==> src/rtl/dbg_bkpt_pkg.sv <==
package dbg_bkpt_pkg;

   typedef enum logic [1:0] {
      SP_PROG  = 2'd0,
      SP_IDATA = 2'd1,
      SP_SFR   = 2'd2,
      SP_XDATA = 2'd3
   } bp_space_e;

   typedef enum logic [1:0] {
      BK_PC  = 2'd0,
      BK_RD  = 2'd1,
      BK_WR  = 2'd2,
      BK_OFF = 2'd3
   } bp_kind_e;

   typedef enum logic [1:0] {
      RS_RUN  = 2'd0,
      RS_HALT = 2'd1,
      RS_STEP = 2'd2,
      RS_SKIP = 2'd3
   } run_state_e;

endpackage

==> src/rtl/dbg_bkpt_slot.sv <==
module dbg_bkpt_slot
   import dbg_bkpt_pkg::*;
#(
   parameter int ADDR_W   = 24,
   parameter int DATA_W   = 8,
   parameter bit DATA_CMP = 1'b1
) (
   input  logic              clk,
   input  logic              rst_n,
   input  logic              wr_en,
   input  logic              wr_enable,
   input  logic [1:0]        wr_space,
   input  logic [1:0]        wr_kind,
   input  logic              wr_dmatch,
   input  logic [ADDR_W-1:0] wr_addr,
   input  logic [DATA_W-1:0] wr_data,
   input  logic              active,
   input  logic              bnd,
   input  logic [ADDR_W-1:0] pc,
   input  logic              bus_valid,
   input  logic              bus_write,
   input  logic [1:0]        bus_space,
   input  logic [ADDR_W-1:0] bus_addr,
   input  logic [DATA_W-1:0] bus_data,
   output logic              pc_hit,
   output logic              data_hit
);

   logic              en_q;
   bp_space_e         space_q;
   bp_kind_e          kind_q;
   logic [ADDR_W-1:0] addr_q;
   logic              val_ok;
   logic              addr_eq;
   logic              kind_ok;

   always_ff @(posedge clk or negedge rst_n) begin
      if (!rst_n) begin
         en_q    <= 1'b0;
         space_q <= SP_PROG;
         kind_q  <= BK_PC;
         addr_q  <= '0;
      end else if (wr_en) begin
         en_q    <= wr_enable;
         space_q <= bp_space_e'(wr_space);
         kind_q  <= bp_kind_e'(wr_kind);
         addr_q  <= wr_addr;
      end
   end

   // one shared comparator: operand chosen by slot kind
   assign addr_eq = (((kind_q == BK_PC) ? pc : bus_addr) == addr_q);

   generate
      if (DATA_CMP) begin : g_dcmp
         logic              dm_q;
         logic [DATA_W-1:0] data_q;
         always_ff @(posedge clk or negedge rst_n) begin
            if (!rst_n) begin
               dm_q   <= 1'b0;
               data_q <= '0;
            end else if (wr_en) begin
               dm_q   <= wr_dmatch;
               data_q <= wr_data;
            end
         end
         assign val_ok = !dm_q || (bus_data == data_q);
      end else begin : g_nodcmp
         assign val_ok = 1'b1;
      end
   endgenerate

   assign kind_ok = ((kind_q == BK_RD) && !bus_write) ||
                    ((kind_q == BK_WR) &&  bus_write);

   assign pc_hit   = active && en_q && (kind_q == BK_PC) && bnd && addr_eq;
   assign data_hit = active && en_q && bus_valid && kind_ok &&
                     (bp_space_e'(bus_space) == space_q) && addr_eq && val_ok;

endmodule

==> src/rtl/dbg_bkpt_first.sv <==
module dbg_bkpt_first #(
   parameter int N  = 4,
   parameter int IW = 2
) (
   input  logic [N-1:0]  vec,
   output logic          any,
   output logic [IW-1:0] idx
);

   always_comb begin
      idx = '0;
      for (int i = N - 1; i >= 0; i--) begin
         if (vec[i]) idx = IW'(i);
      end
   end

   assign any = |vec;

endmodule

==> src/rtl/dbg_bkpt_ctrl.sv <==
module dbg_bkpt_ctrl
   import dbg_bkpt_pkg::*;
#(
   parameter int IW = 2
) (
   input  logic          clk,
   input  logic          rst_n,
   input  logic          dbg_en,
   input  logic          cmd_run,
   input  logic          cmd_halt,
   input  logic          cmd_step,
   input  logic          cmd_skip,
   input  logic          bnd,
   input  logic          pc_any,
   input  logic [IW-1:0] pc_idx,
   input  logic          data_any,
   input  logic [IW-1:0] data_idx,
   output logic          cpu_halt,
   output logic          cpu_skip,
   output logic          hit_valid,
   output logic [IW-1:0] hit_slot
);

   run_state_e    st_q, st_d;
   logic          supp_q, supp_d;
   logic          seen_q, seen_d;
   logic          pend_q, pend_d;
   logic [IW-1:0] pidx_q, pidx_d;
   logic          hit_d;
   logic [IW-1:0] hidx_d;
   logic          pc_ok;

   assign pc_ok = pc_any && !supp_q;

   always_comb begin
      st_d   = st_q;
      supp_d = supp_q;
      seen_d = seen_q;
      pend_d = pend_q;
      pidx_d = pidx_q;
      hit_d  = hit_valid;
      hidx_d = hit_slot;
      if (!dbg_en) begin
         st_d   = RS_RUN;
         supp_d = 1'b0;
         seen_d = 1'b0;
         pend_d = 1'b0;
         hit_d  = 1'b0;
      end else if (st_q == RS_HALT) begin
         pend_d = 1'b0;
         seen_d = 1'b0;
         if (cmd_run || cmd_step || cmd_skip) begin
            supp_d = 1'b1;
            hit_d  = 1'b0;
            if (cmd_run)       st_d = RS_RUN;
            else if (cmd_step) st_d = RS_STEP;
            else               st_d = RS_SKIP;
         end
      end else if (cmd_halt) begin
         st_d   = RS_HALT;
         pend_d = 1'b0;
      end else if (bnd) begin
         supp_d = 1'b0;
         seen_d = 1'b1;
         if (pend_q) begin
            st_d   = RS_HALT;
            hit_d  = 1'b1;
            hidx_d = pidx_q;
         end else if (pc_ok) begin
            st_d   = RS_HALT;
            hit_d  = 1'b1;
            hidx_d = pc_idx;
         end else if ((st_q != RS_RUN) && seen_q) begin
            st_d = RS_HALT;
         end
         pend_d = (st_d != RS_HALT) && data_any;
         pidx_d = data_idx;
      end else if (data_any && !pend_q) begin
         pend_d = 1'b1;
         pidx_d = data_idx;
      end
   end

   always_ff @(posedge clk or negedge rst_n) begin
      if (!rst_n) begin
         st_q      <= RS_RUN;
         supp_q    <= 1'b0;
         seen_q    <= 1'b0;
         pend_q    <= 1'b0;
         pidx_q    <= '0;
         hit_valid <= 1'b0;
         hit_slot  <= '0;
      end else begin
         st_q      <= st_d;
         supp_q    <= supp_d;
         seen_q    <= seen_d;
         pend_q    <= pend_d;
         pidx_q    <= pidx_d;
         hit_valid <= hit_d;
         hit_slot  <= hidx_d;
      end
   end

   assign cpu_halt = (st_q == RS_HALT);
   assign cpu_skip = (st_q == RS_SKIP);

   assert_halt_cmd_R6: assert property (@(posedge clk) disable iff (!rst_n)
      (dbg_en && cmd_halt && !cmd_run && !cmd_step && !cmd_skip) |=> cpu_halt);

   assert_off_release_R10: assert property (@(posedge clk) disable iff (!rst_n)
      !dbg_en |=> (!cpu_halt && !cpu_skip && !hit_valid));

   assert_step_release_R8: assert property (@(posedge clk) disable iff (!rst_n)
      (dbg_en && cpu_halt && cmd_step && !cmd_run) |=> (!cpu_halt && !cpu_skip));

   assert_skip_release_R9: assert property (@(posedge clk) disable iff (!rst_n)
      (dbg_en && cpu_halt && cmd_skip && !cmd_run && !cmd_step) |=> (cpu_skip && !cpu_halt));

   assert_resume_clear_R7: assert property (@(posedge clk) disable iff (!rst_n)
      (dbg_en && cpu_halt && cmd_run) |=> (!cpu_halt && !hit_valid));

   assert_hit_only_halted_R1: assert property (@(posedge clk) disable iff (!rst_n)
      hit_valid |-> cpu_halt);

endmodule

==> src/rtl/dbg_bkpt_unit.sv <==
module dbg_bkpt_unit
   import dbg_bkpt_pkg::*;
#(
   parameter int  NSLOT    = 4,
   parameter int  ADDR_W   = 24,
   parameter int  DATA_W   = 8,
   parameter bit  DATA_CMP = 1'b1,
   localparam int SLOT_IW  = (NSLOT > 1) ? $clog2(NSLOT) : 1
) (
   input  logic               clk,
   input  logic               rst_n,
   input  logic               dbg_en,
   input  logic               cfg_we,
   input  logic [SLOT_IW-1:0] cfg_slot,
   input  logic               cfg_enable,
   input  logic [1:0]         cfg_space,
   input  logic [1:0]         cfg_kind,
   input  logic               cfg_dmatch,
   input  logic [ADDR_W-1:0]  cfg_addr,
   input  logic [DATA_W-1:0]  cfg_data,
   input  logic               cmd_run,
   input  logic               cmd_halt,
   input  logic               cmd_step,
   input  logic               cmd_skip,
   input  logic               insn_bnd,
   input  logic [ADDR_W-1:0]  pc,
   input  logic               bus_valid,
   input  logic               bus_write,
   input  logic [1:0]         bus_space,
   input  logic [ADDR_W-1:0]  bus_addr,
   input  logic [DATA_W-1:0]  bus_data,
   output logic               cpu_halt,
   output logic               cpu_skip,
   output logic               hit_valid,
   output logic [SLOT_IW-1:0] hit_slot
);

   generate
      if (NSLOT < 1 || NSLOT > 16) begin : g_bad_nslot
         $error("dbg_bkpt_unit: NSLOT must be 1..16");
      end
      if (ADDR_W < 8 || ADDR_W > 32) begin : g_bad_addr
         $error("dbg_bkpt_unit: ADDR_W must be 8..32");
      end
      if (DATA_W < 1 || DATA_W > 32) begin : g_bad_data
         $error("dbg_bkpt_unit: DATA_W must be 1..32");
      end
   endgenerate

   logic [NSLOT-1:0]   pc_vec;
   logic [NSLOT-1:0]   data_vec;
   logic               pc_any, data_any;
   logic [SLOT_IW-1:0] pc_idx, data_idx;
   logic               active;

   assign active = dbg_en && !cpu_halt;

   generate
      for (genvar s = 0; s < NSLOT; s++) begin : g_slot
         dbg_bkpt_slot #(
            .ADDR_W  (ADDR_W),
            .DATA_W  (DATA_W),
            .DATA_CMP(DATA_CMP)
         ) u_slot (
            .clk       (clk),
            .rst_n     (rst_n),
            .wr_en     (cfg_we && (cfg_slot == SLOT_IW'(s))),
            .wr_enable (cfg_enable),
            .wr_space  (cfg_space),
            .wr_kind   (cfg_kind),
            .wr_dmatch (cfg_dmatch),
            .wr_addr   (cfg_addr),
            .wr_data   (cfg_data),
            .active    (active),
            .bnd       (insn_bnd),
            .pc        (pc),
            .bus_valid (bus_valid),
            .bus_write (bus_write),
            .bus_space (bus_space),
            .bus_addr  (bus_addr),
            .bus_data  (bus_data),
            .pc_hit    (pc_vec[s]),
            .data_hit  (data_vec[s])
         );
      end
   endgenerate

   dbg_bkpt_first #(.N(NSLOT), .IW(SLOT_IW)) u_pc_first (
      .vec(pc_vec), .any(pc_any), .idx(pc_idx)
   );

   dbg_bkpt_first #(.N(NSLOT), .IW(SLOT_IW)) u_data_first (
      .vec(data_vec), .any(data_any), .idx(data_idx)
   );

   dbg_bkpt_ctrl #(.IW(SLOT_IW)) u_ctrl (
      .clk       (clk),
      .rst_n     (rst_n),
      .dbg_en    (dbg_en),
      .cmd_run   (cmd_run),
      .cmd_halt  (cmd_halt),
      .cmd_step  (cmd_step),
      .cmd_skip  (cmd_skip),
      .bnd       (insn_bnd),
      .pc_any    (pc_any),
      .pc_idx    (pc_idx),
      .data_any  (data_any),
      .data_idx  (data_idx),
      .cpu_halt  (cpu_halt),
      .cpu_skip  (cpu_skip),
      .hit_valid (hit_valid),
      .hit_slot  (hit_slot)
   );

   assert_idle_nomatch_R10: assert property (@(posedge clk) disable iff (!rst_n)
      !dbg_en |-> (pc_vec == '0 && data_vec == '0));

   assert_hit_slot_range_R5: assert property (@(posedge clk) disable iff (!rst_n)
      hit_valid |-> (int'(hit_slot) < NSLOT));

endmodule

==> config.mk <==
export PLATFORM = sky130hd
export DESIGN_NAME = dbg_bkpt_unit
export DESIGN_NICKNAME = d
export VERILOG_FILES = /design/src/rtl/dbg_bkpt_pkg.sv /design/src/rtl/dbg_bkpt_slot.sv /design/src/rtl/dbg_bkpt_first.sv /design/src/rtl/dbg_bkpt_ctrl.sv /design/src/rtl/dbg_bkpt_unit.sv
export SDC_FILE = /design/constraint.sdc
export NUM_CORES = 1
export LEC_CHECK = 0
export CORE_MARGIN = 8
export CORE_UTILIZATION = 25
export CTS_CLUSTER_SIZE = 8
export DETAILED_ROUTE_END_ITERATION = 12
export PLACE_DENSITY = 0.43
export SETUP_SLACK_MARGIN = 0.1
export SLEW_MARGIN = 20
export SYNTH_ARGS = -nofsm -noshare
export SYNTH_HDL_FRONTEND = slang
export SYNTH_SLANG_ARGS = --single-unit
==> constraint.sdc <==
create_clock -name clk -period 3.9 [get_ports clk]
set_input_delay 0.78 -clock clk [delete_from_list [all_inputs] [get_ports clk]]
set_output_delay 0.78 -clock clk [all_outputs]
set_load 0.01 [all_outputs]
==> metrics.md, run 1 <==
| Metric | Value |
|---|---|
| Status | `finished clean` |
| Worst Path Buf+Inv | `2` |
| Vias in the first global route | `8608` |
| CTS H-tree depth | `4` |
| Seq/Total Area, Yosys | `0.409` |
| Leak | `around 0.0049 µW` |
| Core Region | `approximately 40000 µm²` |
| Final WS setup | `about 0.52 ns` |
| Worst-Skew Late Latency | `around 0.45 ns` |
| WL final | `around 40000 µm` |
| Initial antenna violation count | `1` |
| Initial drt markers | `548` |
| Clock Sinks | `162` |
| Worst-path cell chain | `clkdlybuf4s50_1 > xnor2_1 > nand2_1 > a2111oi_0 > buf_4 > o21a_1 > nand4b_2 > and2_1 > a31oi_1 > o21ai_1` |
| GP Congestion | `0.978` |
| Via count | `around 8200` |
| Share of cells above drive strength 1 | `0.225` |
| Slew @ Worst Pin | `between 0.8 and 0.9 ns` |
| Synth warn | `0` |
| Area growth, synth to finish | `25.7%` |
| Antenna viol nets, final | `0` |
| CTS max path bufs | `2` |
| CP delay by family, top | `compound AO/OA/AOI/OAI gates` |
| Worst Path Max Fanout | `4` |
| Clock root buffer | `clkbuf_16` |
| Post-synth top area share | `0.409` |
| Synthesized flop and latch total | `approximately 160` |
| Max-cap violations | `0` |
| Slew Limit Fails | `0` |
| Initial Utilization | `0.251` |
| Post-synth EDFFs | `0` |
| 1st-pass router iterations | `5` |
| CTS Buf Count | `17` |
| Number of buffers added on ports | `around 110` |
| Worst slew margin | `0.458` |
| Tcrit/Tclk final | `0.867` |
| Top FF cell, synth | `dfrtp_1` |
| Unrepaired setup endpoints after global routing | `false` |
| Ports | `114` |
| Syn_area_per_cell | `around 11 µm²` |
| Die extent in x | `215 µm` |
| Gate count of the mapped netlist | `approximately 930` |
| Critical path arrival | `about 3.7 ns` |
| Vias per inst | `~5.1` |
| Largest net degree at the start of global routing | `74` |
| Die area | `46200 µm²` |
| Post-synth cell types | `74` |
| Clk slew on worst S/H paths | `approximately 0.07 ns` |
| Fill cells | `around 4200` |
| Remaining Overflow, GRT | `0` |
| Final-stage net count | `1172` |
| Routed length per instance | `around 25 µm` |
| Fmax | `296 MHz` |
| Drt drc | `0` |
| Fin Setup TNS | `0 ns` |
| Slowest CP cell | `a2111oi_0` |
| Post-CTS Setup Inserts | `0` |
| Synthesized net count | `slightly above 1000` |
| Synth area leaders | `dfrtp_1 41%, mux2_2 17%, xnor2_1 5.3%` |
| Commonest non-fill, non-tap cell in the layout | `dfrtp_1` |
| Startpoint types | `input port` |
| First-pass GRT wire length | `~60000 µm` |
| Fin. Hold Viols | `0` |
| Crit path capture type | `flop` |
| # setup viols final | `0` |
| Number of gates resized after CTS | `0` |
| Rows | `73` |
| WP data required | `about 4.2 ns` |
| Setup Skew | `0.0141 ns` |
| Pre-CTS WS | `0.150 ns` |
| Crit path time final | `about 3.4 ns` |
| Leading cell types in the layout, fill and taps excluded | `162 x dfrtp_1, 151 x mux2_2, 112 x clkdlybuf4s50_1, 60 x xnor2_1, 56 x xor2_1` |
| Share of synthesized registers carrying an async set or reset | `1.00` |
| Die H | `215 µm` |
| CTS tree | `done` |
| HP Class | `input port to async pin` |
| GRT Util Overall | `0.175` |
| Detailed placer's ending HPWL | `31700 µm` |
| Cts hold-fix bufs | `0` |
| Peak VDD IR | `a little under 0.3 mV` |
| Type of the worst setup path | `input port to flop` |
| Post-synthesis cell area | `between 9000 and 10000 µm²` |
| Synth area leader | `dfrtp_1` |
| Max stage delay on crit path | `just under 0.7 ns` |
| PD cells | `458 nW/µm²` |
[area by class of cell]
cell class	count	area (µm²)	area share
inverters	45	169	0.0136
multi-input cells	680	5510	0.442
well taps	525	657	0.0528
clock inverters	14	143	0.0115
clock buffers	18	429	0.0345
repair buffers	157	1490	0.120
diodes	1	2.50	0.000201
flip-flops and latches	162	4050	0.326
[cell usage after synthesis (7+ instances only)]
library cell	instances
mux2_2	151
nand4_1	18
nand2_1	18
nor2_1	20
mux2i_1	15
a2111oi_0	13
o21a_1	9
dfrtp_1	162
nand3_1	15
xor2_1	56
o22ai_1	15
o221ai_1	16
nor3_1	18
inv_1	45
o2111ai_1	13
a21oi_1	19
clkbuf_1	27
o31ai_1	7
o21ai_0	43
nand2b_1	17
nor2b_1	32
nor4_1	12
o211ai_1	11
xnor2_1	60
[per-stage QoR]
step	instance area, µm²	power (µW)	util	hold WS, ns	std cells
6_report	12400	5700	0.315	0.338	1602
5_1_grt	12400	5990	0.315	0.399	1602
4_1_cts	12400	5750	0.315	0.376	1601
3_5_place_dp	11900	4030	0.301	0.476	1569
3_3_place_gp	11900	4030	0.301	0.477	1569
2_1_floorplan	9900	3250	-	0.459	929
[flip-flops by register name, indices dropped and copies added (netlist names)]
name / count
g_slot.u_slot.addr_q: 96
g_slot.u_slot.en_q: 4
g_slot.u_slot.g_dcmp.data_q: 32
g_slot.u_slot.g_dcmp.dm_q: 4
g_slot.u_slot.kind_q: 8
g_slot.u_slot.space_q: 8
u_ctrl.hit_slot: 2
u_ctrl.hit_valid: 1
u_ctrl.pend_q: 1
u_ctrl.pidx_q: 2
u_ctrl.seen_q: 1
u_ctrl.st_q: 2
u_ctrl.supp_q: 1
[worst reg2reg max path, stage by stage, from the launching register on]
cell	delay, ns
dfrtp_1	0.57
or2_1	0.35
o21ai_0	0.16
a2111oi_0	0.71
buf_4	0.23
o21a_1	0.18
nand4b_2	0.19
and2_1	0.23
a31oi_1	0.35
o21ai_1	0.12
[worst paths after layout]
check,from,cells past startpoint,slack [ns],to
min in group clk,u_ctrl.pidx_q[1],1,0.49,u_ctrl.pidx_q[1]
max in group asynchronous,rst_n,2,2.70,g_slot[1].u_slot.g_dcmp.data_q[5]
worst max-delay path,bus_addr[21],10,0.52,u_ctrl.pend_q
worst min-delay path,rst_n,1,0.34,g_slot[2].u_slot.addr_q[16]
worst max register to register,g_slot[2].u_slot.kind_q[0],9,0.68,u_ctrl.pend_q
worst min register to register,u_ctrl.pidx_q[1],1,0.49,u_ctrl.pidx_q[1]
[power breakdown]
part / leakage [µW] / internal [µW] / switching (µW) / total [µW]
Combinational: 0.00267 / 797 / 825 / 1620
Sequential: 0.00193 / 1980 / 416 / 2400
Clock: 0.000282 / 901 / 780 / 1680
[per-layer routing]
layer | up-vias | share of wire | global-route usage
met1 | 4180 | 0.48 | 0.242
met5 | - | 0 | 0
li1 | 3732 | - | -
met4 | 0 | 0.028 | 0.0638
met3 | 56 | 0.048 | 0.0351
met2 | 272 | 0.45 | 0.266
[kinds of logic (layout without fill, tap and decap cells)]
family	Yosys count	count (layout)	share of synthesized area
multiplexers	166	166	0.187
AND/OR/NAND/NOR	197	197	0.118
AO/OA/AOI/OAI	201	201	0.147
XOR/XNOR	116	116	0.103
flip-flops	162	162	0.409
other	0	1	0
buffers and inverters	87	234	0.0358
No activity file was read; power rests on OpenSTA's default activity.
==> run 2, diff against run 1 <==
--- a/config.mk
+++ b/config.mk
@@ -14,4 +14,5 @@
 export SLEW_MARGIN = 20
 export SYNTH_ARGS = -nofsm -noshare
 export SYNTH_HDL_FRONTEND = slang
+export SYNTH_HIERARCHICAL = 1
 export SYNTH_SLANG_ARGS = --single-unit
==> run 2 against run 1 <==
Compared with the run above: flip-flop and latch count is the same; sequential share of layout area shrank 0.68 points; combinational power is essentially flat; cell count grew 3.7%; die area shrank 1.1%.
==> metrics.md, run 2 <==
| Metric | Value |
|---|---|
| Status | `finished clean` |
| Crit path time final | `3.66 ns (+0.281 ns)` |
| Met3 wire length | `1960 µm (+1.4%)` |
| Seq/Total Area, Yosys | `0.414 (+0.00476)` |
| Synth warn | `6 (+6)` |
| Initial Utilization | `0.253 (+0.00232)` |
| Die area | `45800 µm² (-1.1%)` |
| Commonest non-fill, non-tap cell in the layout | `dfrtp_1` |
| Critical path arrival | `3.99 ns (+0.29 ns)` |
| Remaining Overflow, GRT | `0 (unchanged)` |
| Clk slew on worst S/H paths | `0.07 ns (about the same)` |
| Synth area leader | `dfrtp_1` |
| Worst slew margin | `0.514 (+0.0559)` |
| CTS Buf Count | `17 (unchanged)` |
| Tcrit/Tclk final | `0.939 (+0.0720)` |
| Max-cap violations | `0 (unchanged)` |
| Fin. Hold Viols | `0 (unchanged)` |
| Slew Limit Fails | `0 (unchanged)` |
| Clock Sinks | `162 (unchanged)` |
| Post-synth EDFFs | `0 (unchanged)` |
| Die extent in x | `214 µm (-0.53%)` |
| Initial antenna violation count | `3 (+2)` |
| Most common library cells after synthesis | `162 x dfrtp_1, 110 x mux2_2, 92 x inv_1` |
| Top Registers | `g_slot.u_slot/addr_q x96, g_slot.u_slot/g_dcmp.data_q x32` |
| Placed insts | `1628 (+3.8%)` |
| Share of cells above drive strength 1 | `0.245 (+0.0203)` |
| Drt drc | `0 (unchanged)` |
| Syn_area_per_cell | `10.3 µm² (-3.3%)` |
| PD cells | `446 nW/µm² (-2.5%)` |
| Synth area leaders | `dfrtp_1 41%, mux2_2 13%, xnor2_1 5.7%` |
| Synthesized flop and latch total | `162 (unchanged)` |
| Detailed placer's ending HPWL | `29200 µm (-7.9%)` |
| Slew @ Worst Pin | `0.729 ns (-0.0830 ns)` |
| Startpoint types | `input port` |
| Crit path capture type | `flop` |
| Gate count of the mapped netlist | `950 (+2.3%)` |
| Area growth, synth to finish | `29.9%` |
| Leading cell types in the layout, fill and taps excluded | `161 x dfrtp_1, 111 x clkdlybuf4s50_1, 110 x mux2_2, 92 x inv_1, 83 x buf_4` |
| Share of synthesized registers carrying an async set or reset | `1.00 (unchanged)` |
| Met2 WL | `17900 µm (-1.3%)` |
| Post-synth top area share | `0.414 (+0.00476)` |
| Number of buffers added on ports | `113 (unchanged)` |
| Initial drt markers | `612 (+12%)` |
| Pre-CTS WS | `-0.370 ns (-0.520 ns)` |
| # setup viols final | `0 (unchanged)` |
| Most numerous cell in the Yosys netlist | `dfrtp_1` |
| CTS H-tree depth | `4 (unchanged)` |
| Setup Skew | `0.0101 ns (-0.00399 ns)` |
| Leak | `0.00519 µW (+6.3%)` |
| Worst-Skew Late Latency | `0.45 ns (about the same)` |
| Max layer used | `met5` |
| Synthesized net count | `1059 (+2.0%)` |
| Clock root buffer | `clkbuf_16` |
| First-pass GRT wire length | `55500 µm (-7.6%)` |
| Final-stage net count | `1238 (+5.6%)` |
| Cts hold-fix bufs | `0 (unchanged)` |
| Non-filler cells in the finished layout | `1661 (+3.7%)` |
| Post-synthesis cell area | `9790 µm² (-1.1%)` |
| Max reg flops | `96 (unchanged)` |
| HP Class | `input port to async pin` |
| Vias in the first global route | `8451 (-1.8%)` |
| Final WS setup | `0.237 ns (-0.281 ns)` |
| Unrepaired setup endpoints after global routing | `false` |
| Vias per inst | `4.87 (-5.4%)` |
| Type of the worst setup path | `input port to flop` |
| WL final | `37300 µm (-7.8%)` |
| Hold slack final | `0.338 ns (+0.000642 ns)` |
| Die H | `214 µm (-0.53%)` |
| Post-synth cell types | `65 (-12%)` |
| R2R depth | `13 (+4)` |
| Routed length per instance | `22.4 µm (-11%)` |
| GRT Util Overall | `0.164 (-0.0106)` |
| Ports | `114 (unchanged)` |
| Antenna viol nets, final | `0 (unchanged)` |
| Rows | `72 (-1.4%)` |
| Core Region | `38600 µm² (-2.1%)` |
| CTS max path bufs | `2 (unchanged)` |
| Via count | `8082 (-1.9%)` |
| Fmax | `273 MHz (-7.7%)` |
| Peak VDD IR | `0.293 mV (-0.60%)` |
| Met1 WL | `16800 µm (-13%)` |
| Worst Path Max Fanout | `7 (+3)` |
| 1st-pass router iterations | `5 (unchanged)` |
| WP data required | `4.23 ns (about the same)` |
| Post-CTS Setup Inserts | `0 (unchanged)` |
| CTS tree | `done` |
| Largest net degree at the start of global routing | `72 (-2.7%)` |
| Top reg by flops | `g_slot.u_slot/addr_q` |
| GP Congestion | `0.916 (-6.3%)` |
| Top FF cell, synth | `dfrtp_1` |
| Fin util | `0.329 (+0.0135)` |
==> run 2: changes by cell type in the layout (fill, tap and decap cells not counted), sizes merged, moves of 16 or more <==
cell    previous run  this run
o21ai             46        62
inv               53        96
nor2b             32         8
nand2             18        54
a221oi             3        20
buf               45        90
mux2             151       114
==> run 2: metal layers <==
| layer | global-route usage | up-vias |
|---|---|---|
| li1 | - | 3798 |
| met1 | 0.215 | 4023 |
| met2 | 0.274 | 220 |
| met3 | 0.0348 | 37 |
| met4 | 0.0378 | 4 |
| met5 | 0 | - |
==> run 2: final timing paths <==
check                                      startpoint                          end  slack [ns]
setup / recovery                          bus_addr[8]           u_ctrl/hit_slot[0]        0.24
hold / removal                                  rst_n   g_slot[2].u_slot/addr_q[9]        0.34
setup reg to reg           g_slot[3].u_slot/kind_q[1]           u_ctrl/hit_slot[0]        0.29
hold reg to reg                      u_ctrl/pidx_q[1]             u_ctrl/pidx_q[1]        0.49
max in group asynchronous                       rst_n  g_slot[0].u_slot/space_q[0]        2.65
min in group clk                     u_ctrl/pidx_q[1]             u_ctrl/pidx_q[1]        0.49
==> run 2: where the power goes <==
part | internal, µW | switching [µW] | leakage [µW] | total (µW)
clock | 964 | 792 | 0.000294 | 1760
combinational | 797 | 847 | 0.00294 | 1640
sequential | 1970 | 304 | 0.00196 | 2280
==> run 2: worst max-delay path, stage by stage <==
cell,delay (ns)
clkdlybuf4s50_1,0.66
inv_1,0.07
o41a_1,0.46
or4_1,0.62
nor4_2,0.27
buf_4,0.17
and3_1,0.17
nor2_1,0.05
nand2_1,0.07
nor2b_2,0.20
o2111ai_4,0.14
mux2_4,0.33
==> run 2: kinds of logic after synthesis <==
logic type / Yosys count / synth area share
mux: 118 / 0.136
compound gates: 225 / 0.171
xor+xnor: 112 / 0.100
buf+inv: 134 / 0.0604
simple gates: 199 / 0.118
flops: 162 / 0.414
==> run 2: layout make-up <==
type	count	area [µm²]
antenna	1	2.50
sequential	162	4060
clock buffer	17	425
fill	4016	25900
multi-input combinational	654	5180
inverter	92	345
timing repair buffer	202	1880
tap	518	648
clock inverter	15	178
==> run 2: per-stage QoR <==
stage	total power (µW)	instance area (µm²)	setup TNS, ns
after floorplan	3140	9790	0
after global placement	3950	12100	-2.09
after detailed placement	3940	12100	-2.57
after CTS	5740	12700	0
after global routing	5970	12700	0
final	5680	12700	0
==> run 2: what timing repair did <==
item	CTS	global route
resized for setup	1	10
endpoints found under the setup margin	3	8
pin swaps	0	2
gates cloned	0	0
